===== src/rtl/swb_pkg.sv =====
package swb_pkg;

   typedef enum logic [2:0] {
      ST_IDLE,
      ST_RX,
      ST_RXEND,
      ST_TX0,
      ST_WAITHI,
      ST_RSTLOW,
      ST_PWAIT,
      ST_PLOW
   } swb_state_e;

   function automatic int unsigned umax(input int unsigned a, input int unsigned b);
      return (a > b) ? a : b;
   endfunction

endpackage


===== src/rtl/swb_sync.sv =====
module swb_sync #(
   parameter int unsigned STAGES  = 2,
   parameter logic        RST_VAL = 1'b1
) (
   input  logic clk,
   input  logic rst_n,
   input  logic din,
   output logic dout
);

   logic [STAGES-1:0] q;

   for (genvar i = 0; i < STAGES; i++) begin : g_stage
      if (i == 0) begin : g_first
         always_ff @(posedge clk or negedge rst_n) begin
            if (!rst_n) q[i] <= RST_VAL;
            else        q[i] <= din;
         end
      end else begin : g_next
         always_ff @(posedge clk or negedge rst_n) begin
            if (!rst_n) q[i] <= RST_VAL;
            else        q[i] <= q[i-1];
         end
      end
   end

   assign dout = q[STAGES-1];

endmodule


===== src/rtl/swb_window_sel.sv =====
module swb_window_sel #(
   parameter int unsigned CW        = 11,
   parameter int unsigned STD_RST   = 1600,
   parameter int unsigned OD_RST    = 160,
   parameter int unsigned STD_SAMP  = 148,
   parameter int unsigned OD_SAMP   = 16,
   parameter int unsigned STD_PWAIT = 120,
   parameter int unsigned OD_PWAIT  = 12,
   parameter int unsigned STD_PLOW  = 480,
   parameter int unsigned OD_PLOW   = 48,
   parameter int unsigned STD_HOLD  = 120,
   parameter int unsigned OD_HOLD   = 12
) (
   input  logic          od,
   output logic [CW-1:0] lim_rst,
   output logic [CW-1:0] lim_samp,
   output logic [CW-1:0] lim_pwait,
   output logic [CW-1:0] lim_plow,
   output logic [CW-1:0] lim_hold
);

   assign lim_rst   = od ? CW'(OD_RST)   : CW'(STD_RST);
   assign lim_samp  = od ? CW'(OD_SAMP)  : CW'(STD_SAMP);
   assign lim_pwait = od ? CW'(OD_PWAIT) : CW'(STD_PWAIT);
   assign lim_plow  = od ? CW'(OD_PLOW)  : CW'(STD_PLOW);
   assign lim_hold  = od ? CW'(OD_HOLD)  : CW'(STD_HOLD);

endmodule


===== src/rtl/swb_low_timer.sv =====
module swb_low_timer #(
   parameter int unsigned CW = 11
) (
   input  logic          clk,
   input  logic          rst_n,
   input  logic          line,
   input  logic [CW-1:0] thr,
   output logic          long_low
);

   logic [CW-1:0] lowcnt;

   always_ff @(posedge clk or negedge rst_n) begin
      if (!rst_n)              lowcnt <= '0;
      else if (line)           lowcnt <= '0;
      else if (lowcnt != '1)   lowcnt <= lowcnt + CW'(1);
   end

   assign long_low = (lowcnt >= thr);

   // counter restarts on every released sample
   assert_low_restart_R3: assert property (@(posedge clk) disable iff (!rst_n)
      $past(line) |-> (lowcnt == '0));

endmodule


===== src/rtl/swb_slave_phy.sv =====
module swb_slave_phy
   import swb_pkg::*;
#(
   parameter int unsigned TICKS_PER_US = 4,
   parameter int unsigned SYNC_STAGES  = 2,
   parameter int unsigned STD_RST_US   = 400,
   parameter int unsigned OD_RST_US    = 40,
   parameter int unsigned STD_SAMP_US  = 37,
   parameter int unsigned OD_SAMP_US   = 4,
   parameter int unsigned STD_PWAIT_US = 30,
   parameter int unsigned OD_PWAIT_US  = 3,
   parameter int unsigned STD_PLOW_US  = 120,
   parameter int unsigned OD_PLOW_US   = 12,
   parameter int unsigned STD_HOLD_US  = 30,
   parameter int unsigned OD_HOLD_US   = 3
) (
   input  logic clk,
   input  logic rst_n,
   input  logic bus_in,
   input  logic od_sel,
   input  logic tx_valid,
   input  logic tx_bit,
   output logic tx_take,
   output logic rx_stb,
   output logic rx_bit,
   output logic rst_stb,
   output logic pull_low
);

   localparam int unsigned C_RST_S   = STD_RST_US   * TICKS_PER_US;
   localparam int unsigned C_RST_O   = OD_RST_US    * TICKS_PER_US;
   localparam int unsigned C_SAMP_S  = STD_SAMP_US  * TICKS_PER_US;
   localparam int unsigned C_SAMP_O  = OD_SAMP_US   * TICKS_PER_US;
   localparam int unsigned C_PWAIT_S = STD_PWAIT_US * TICKS_PER_US;
   localparam int unsigned C_PWAIT_O = OD_PWAIT_US  * TICKS_PER_US;
   localparam int unsigned C_PLOW_S  = STD_PLOW_US  * TICKS_PER_US;
   localparam int unsigned C_PLOW_O  = OD_PLOW_US   * TICKS_PER_US;
   localparam int unsigned C_HOLD_S  = STD_HOLD_US  * TICKS_PER_US;
   localparam int unsigned C_HOLD_O  = OD_HOLD_US   * TICKS_PER_US;
   localparam int unsigned CMAX = umax(umax(umax(C_RST_S, C_RST_O), umax(C_SAMP_S, C_SAMP_O)),
                                       umax(umax(C_PWAIT_S, C_PWAIT_O),
                                            umax(umax(C_PLOW_S, C_PLOW_O), umax(C_HOLD_S, C_HOLD_O))));
   localparam int unsigned CW = $clog2(CMAX + 1);

   // elaboration-time parameter checks
   if (SYNC_STAGES < 2) begin : g_bad_sync
      $error("synchronizer needs at least two stages");
   end
   if (TICKS_PER_US < 4) begin : g_bad_tick
      $error("clock too slow for overdrive slots");
   end
   if (STD_SAMP_US <= 15 || STD_SAMP_US >= 60 || OD_SAMP_US <= 2 || OD_SAMP_US >= 6) begin : g_bad_samp
      $error("write sample point must sit between write-one and write-zero lows");
   end
   if (STD_PWAIT_US < 15 || STD_PWAIT_US > 60 || OD_PWAIT_US < 2 || OD_PWAIT_US > 6) begin : g_bad_pwait
      $error("presence wait out of range");
   end
   if (STD_PLOW_US < 60 || STD_PLOW_US > 240 || OD_PLOW_US < 8 || OD_PLOW_US > 24 ||
       STD_PWAIT_US + STD_PLOW_US <= 75 || OD_PWAIT_US + OD_PLOW_US <= 10) begin : g_bad_plow
      $error("presence low must cover the master sample window");
   end
   if (STD_HOLD_US <= 15 || STD_HOLD_US >= 60 || OD_HOLD_US <= 2 || OD_HOLD_US >= 7) begin : g_bad_hold
      $error("read-zero hold must pass the master sample point and end inside the slot");
   end
   if (STD_RST_US >= 480 || STD_RST_US <= 120 || OD_RST_US >= 48 || OD_RST_US <= 16) begin : g_bad_rst
      $error("reset threshold must lie between slot lows and the minimum reset low");
   end

   logic          ln;
   logic          long_low;
   logic [CW-1:0] lim_rst, lim_samp, lim_pwait, lim_plow, lim_hold;

   swb_sync #(.STAGES(SYNC_STAGES), .RST_VAL(1'b1)) u_sync (
      .clk (clk), .rst_n (rst_n), .din (bus_in), .dout (ln)
   );

   swb_window_sel #(
      .CW (CW),
      .STD_RST (C_RST_S),     .OD_RST (C_RST_O),
      .STD_SAMP (C_SAMP_S),   .OD_SAMP (C_SAMP_O),
      .STD_PWAIT (C_PWAIT_S), .OD_PWAIT (C_PWAIT_O),
      .STD_PLOW (C_PLOW_S),   .OD_PLOW (C_PLOW_O),
      .STD_HOLD (C_HOLD_S),   .OD_HOLD (C_HOLD_O)
   ) u_win (
      .od (od_sel), .lim_rst (lim_rst), .lim_samp (lim_samp),
      .lim_pwait (lim_pwait), .lim_plow (lim_plow), .lim_hold (lim_hold)
   );

   swb_low_timer #(.CW(CW)) u_low (
      .clk (clk), .rst_n (rst_n), .line (ln), .thr (lim_rst), .long_low (long_low)
   );

   swb_state_e    st, st_nxt;
   logic [CW-1:0] cnt, cnt_nxt;
   logic          bit_q, bit_nxt;
   logic          take_c, rxs_c, rsts_c;

   always_comb begin
      st_nxt  = st;
      cnt_nxt = cnt + CW'(1);
      bit_nxt = bit_q;
      take_c  = 1'b0;
      rxs_c   = 1'b0;
      rsts_c  = 1'b0;
      case (st)
         ST_IDLE: begin
            cnt_nxt = CW'(1);
            if (!ln) begin
               if (tx_valid) begin
                  take_c = 1'b1;
                  st_nxt = tx_bit ? ST_WAITHI : ST_TX0;
               end else begin
                  st_nxt = ST_RX;
               end
            end
         end
         ST_RX: begin
            if (cnt == lim_samp) begin
               bit_nxt = ln;
               st_nxt  = ST_RXEND;
            end
         end
         ST_RXEND: begin
            if (ln) begin
               rxs_c  = 1'b1;
               st_nxt = ST_IDLE;
            end
         end
         ST_TX0: begin
            if (cnt == lim_hold) st_nxt = ST_WAITHI;
         end
         ST_WAITHI: begin
            if (ln) st_nxt = ST_IDLE;
         end
         ST_RSTLOW: begin
            if (ln) begin
               rsts_c  = 1'b1;
               st_nxt  = ST_PWAIT;
               cnt_nxt = CW'(1);
            end
         end
         ST_PWAIT: begin
            if (cnt == lim_pwait) begin
               st_nxt  = ST_PLOW;
               cnt_nxt = CW'(1);
            end
         end
         ST_PLOW: begin
            if (cnt == lim_plow) st_nxt = ST_WAITHI;
         end
         default: st_nxt = ST_IDLE;
      endcase
      // an over-long low wins over any slot activity
      if (long_low && (st inside {ST_IDLE, ST_RX, ST_RXEND, ST_TX0, ST_WAITHI})) begin
         st_nxt = ST_RSTLOW;
         take_c = 1'b0;
         rxs_c  = 1'b0;
      end
   end

   always_ff @(posedge clk or negedge rst_n) begin
      if (!rst_n) begin
         st      <= ST_IDLE;
         cnt     <= '0;
         bit_q   <= 1'b0;
         tx_take <= 1'b0;
         rx_stb  <= 1'b0;
         rst_stb <= 1'b0;
      end else begin
         st      <= st_nxt;
         cnt     <= cnt_nxt;
         bit_q   <= bit_nxt;
         tx_take <= take_c;
         rx_stb  <= rxs_c;
         rst_stb <= rsts_c;
      end
   end

   assign rx_bit   = bit_q;
   assign pull_low = (st == ST_TX0) || (st == ST_PLOW);

   assert_take_pulse_R7: assert property (@(posedge clk) disable iff (!rst_n)
      tx_take |=> !tx_take);

   assert_take_offered_R7: assert property (@(posedge clk) disable iff (!rst_n)
      tx_take |-> $past(tx_valid));

   assert_rx_pulse_R6: assert property (@(posedge clk) disable iff (!rst_n)
      rx_stb |=> !rx_stb);

   assert_rst_released_R2: assert property (@(posedge clk) disable iff (!rst_n)
      rst_stb |-> !pull_low);

   assert_drive_cause_R10: assert property (@(posedge clk) disable iff (!rst_n)
      $rose(pull_low) |-> (tx_take || st == ST_PLOW));

   assert_rx_not_during_drive_R8: assert property (@(posedge clk) disable iff (!rst_n)
      rx_stb |-> !pull_low);

endmodule


===== config.mk =====
export PLATFORM = sky130hd
export DESIGN_NAME = swb_slave_phy
export DESIGN_NICKNAME = d
export VERILOG_FILES = /design/src/rtl/swb_pkg.sv /design/src/rtl/swb_sync.sv /design/src/rtl/swb_window_sel.sv /design/src/rtl/swb_low_timer.sv /design/src/rtl/swb_slave_phy.sv
export SDC_FILE = /design/constraint.sdc
export NUM_CORES = 1
export LEC_CHECK = 0
export ABC_AREA = 1
export CAP_MARGIN = 20
export CORE_ASPECT_RATIO = 0.9
export CORE_MARGIN = 3
export CORE_UTILIZATION = 60
export DETAILED_ROUTE_END_ITERATION = 10
export DONT_BUFFER_PORTS = 1
export GPL_ROUTABILITY_DRIVEN = 0
export PLACE_DENSITY = 0.86
export SLEW_MARGIN = 25
export SYNTH_ARGS = -nofsm -noshare
export SYNTH_HDL_FRONTEND = slang
export SYNTH_SLANG_ARGS = --single-unit

===== constraint.sdc =====
create_clock -name clk -period 4.2 [get_ports clk]
set_input_delay 0.84 -clock clk [delete_from_list [all_inputs] [get_ports clk]]
set_output_delay 0.84 -clock clk [all_outputs]
set_load 0.1 [all_outputs]

==> impl_results.md <==
- Top Ports: 11
- Clock Skew: 0.006340 ns
- VDD IR-drop max: 292.5 µV
- Initial core utilization: 0.6348
- Vias in the first global route: 1,510
- DR pass1 iterations: 4
- WS Path Type: flip-flop to output port
- Initial antenna violation count: 0
- GRT overflow: 0
- Syn nets: 281
- CTS buffer count: 5
- Worst Tran Pin Value: 0.8987 ns
- Slowest CP cell: inv_1
- Placed cells: 305
- Setup TNS: 0 ns
- Final setup vio count: 0
- Layout cells sized above 1: 0.1107
- DRT iter0 DRCs: 137
- Post-synth EDFFs: 0
- Post-synth ARST share: 1.000
- DIE HEIGHT: 60.25 µm
- Drt via density: 5.367
- Post CTS Setup Buffer Count: 0
- Final nets: 285
- Synth cell types: 29
- Clock root buffer master: clkbuf_4
- # diodes: 0
- Crit-path leading delay family: buffers and inverters
- Wire length per cell: 12.56 µm
- Main synth FF type: dfrtp_1
- Fin. max-slew vios: 0
- First-pass GRT wire length: 6.630 mm
- Area Growth Syn to Fin: 5.676%
- Slew HR: 0.4009
- WP data arrival: 1.58 ns
- Layout Cells excl Fill: 313
- Synthesis-stage register bit count: 31
- Post-cts resize count: 0
- RSZ-0062 raised after global routing: no
- Die width: 66.28 µm
- DIE AREA: 3993 µm²
- Max-Cap Viols: 0
- Mean Syn Cell Area: 7.375 µm²
- Maximum buffer depth of the clock tree: 2
- WP buf/inv: 1
- Final Hold Viols: 0
- # DRC: 0
- Sink Count: 31
- Mapped cell area: 1962 µm²
- Row count: 19
- Hold Buf Count CTS: 0
- H-tree levels: 2
- Core area: 3090 µm²
- Worst-skew pair later-pin latency: 0.34 ns
- CP max stage delay: 0.65 ns
- Outcome: complete, no violations
- CP startpoint kind: flip-flop
- Tot GR Track Use: 0.2217
- Critical Path RT: 3.36 ns
- Synth Instances: 266
- Period utilization: 0.5754
- Fmax: 413.8 MHz
- Final min period: 2.417 ns
- PwrDens: 479.2 nW/µm²
- Final Power: 993.4 µW
- Max FO, Critical Path: 5
- CP Cell Sequence: nand2_1 -> inv_1
- Antenna Violating Nets Remaining: 0
- Critical path capture point type: output port
- Lkg Pwr: 1.057 nW
- HPWL after detailed placement: 2.832 mm
- Quantity of I/O buffers inserted on ports: 0
- CTS tree: built
- Min-Delay Path Class: input port to asynchronous set/reset pin
- Hold Slack: 0.1749 ns
- Routed WL: 3.930 mm
- Yosys warns: 0
- Sequential share of the synthesized area: 0.3967
- Clk slew on worst S/H paths: 0.10 ns
- Fillers: 260
- Largest net degree at the start of global routing: 32
- Total number of vias: 1,680
sequential cells by signal (all words and copies together), names as in the netlist:
name          flops
cnt              11
u_low.lowcnt     11
st                3
rst_stb           1
rx_bit            1
rx_stb            1
tx_take           1
u_sync.dout       1
u_sync.q          1
worst paths after layout:
check	startpoint	to	slack [ns]	cells past startpoint
worst max register to register	u_low.lowcnt[9]$_DFFE_PN0P_	st[2]$_DFFE_PN0P_	2.42	10
worst max-delay path	st[1]$_DFFE_PN0P_	pull_low	1.78	2
max in group asynchronous	rst_n	u_sync.q[0]$_DFF_PN1_	3.85	0
worst min register to register	u_sync.q[0]$_DFF_PN1_	u_sync.dout$_DFF_PN1_	0.37	0
min in group clk	u_sync.q[0]$_DFF_PN1_	u_sync.dout$_DFF_PN1_	0.37	0
worst min-delay path	rst_n	st[0]$_DFFE_PN0P_	0.17	0
cell families after synthesis:
family	share of synthesized area
AOI/OAI and AO/OA	0.06760
xor gates and xnor gates	0.02679
adders and majority gates	0.05740
buffers and inverters	0.09120
DFF	0.3967
and+or+nand+nor	0.3603
layout by cell type, fill, tap and decap left out, types with 4 or more instances in the layout:
cell and count:
nor2_1 36, nor3_1 6, inv_2 4, o21ai_1 4, nand3_2 4, dfrtp_1 29
a31oi_1 4, nand3_1 18, xor2_1 6, clkbuf_4 5, nand2_1 65, nand4_1 6
nor2_2 4, o21ai_0 9, ha_1 9, nor4_1 4, inv_1 36, a21oi_1 7
cells in the mapped netlist, types with 4 or more instances:
master	n	area, µm²
nand3_2	4	40.04
o21ai_0	9	45.04
nor2_2	4	25.02
ha_1	9	112.6
a31oi_1	4	25.02
dfrtp_1	29	725.7
xor2_1	6	52.55
o21ai_1	4	20.02
nor3_1	6	30.03
a21oi_1	7	35.03
inv_1	36	135.1
nand2_1	65	244.0
nor2_1	36	135.1
nand3_1	18	90.09
nand4_1	6	37.54
nor4_1	4	25.02
inv_2	4	15.01
cell type report:
class                      count  area (µm²)  area share
clock buffer                   5       37.54     0.01810
clock inverter                 3       43.79     0.02112
multi-input combinational    191        1005      0.4846
inverter                      41       156.4     0.07544
sequential                    31       778.2      0.3754
tap                           42       52.55     0.02535
report_power, final:
group          total [mW]  switching (mW)  internal, mW  leakage, nW
logic               0.335           0.226         0.108        0.598
clock network       0.237           0.112         0.125       0.0452
registers           0.422          0.0842         0.337        0.414
total               0.993           0.423         0.571         1.06
through the flow:
step / util / instance area (µm²) / setup slack (ns)
floorplan: - / 1962 / 2.055
global placement: 0.6445 / 1992 / 2.097
detailed placement: 0.6445 / 1992 / 2.023
CTS: 0.6709 / 2073 / 1.779
global route: 0.6709 / 2073 / 1.728
finish: 0.6709 / 2073 / 1.783
per-layer routing:
metal	global-route usage	vias up	share of wire
met5	0	-	0
met4	0.1188	0	0.026
met3	0.04887	13	0.051
met2	0.3508	41	0.49
met1	0.2835	770	0.44
li1	-	856	-
(Power assumes the default switching activity.)
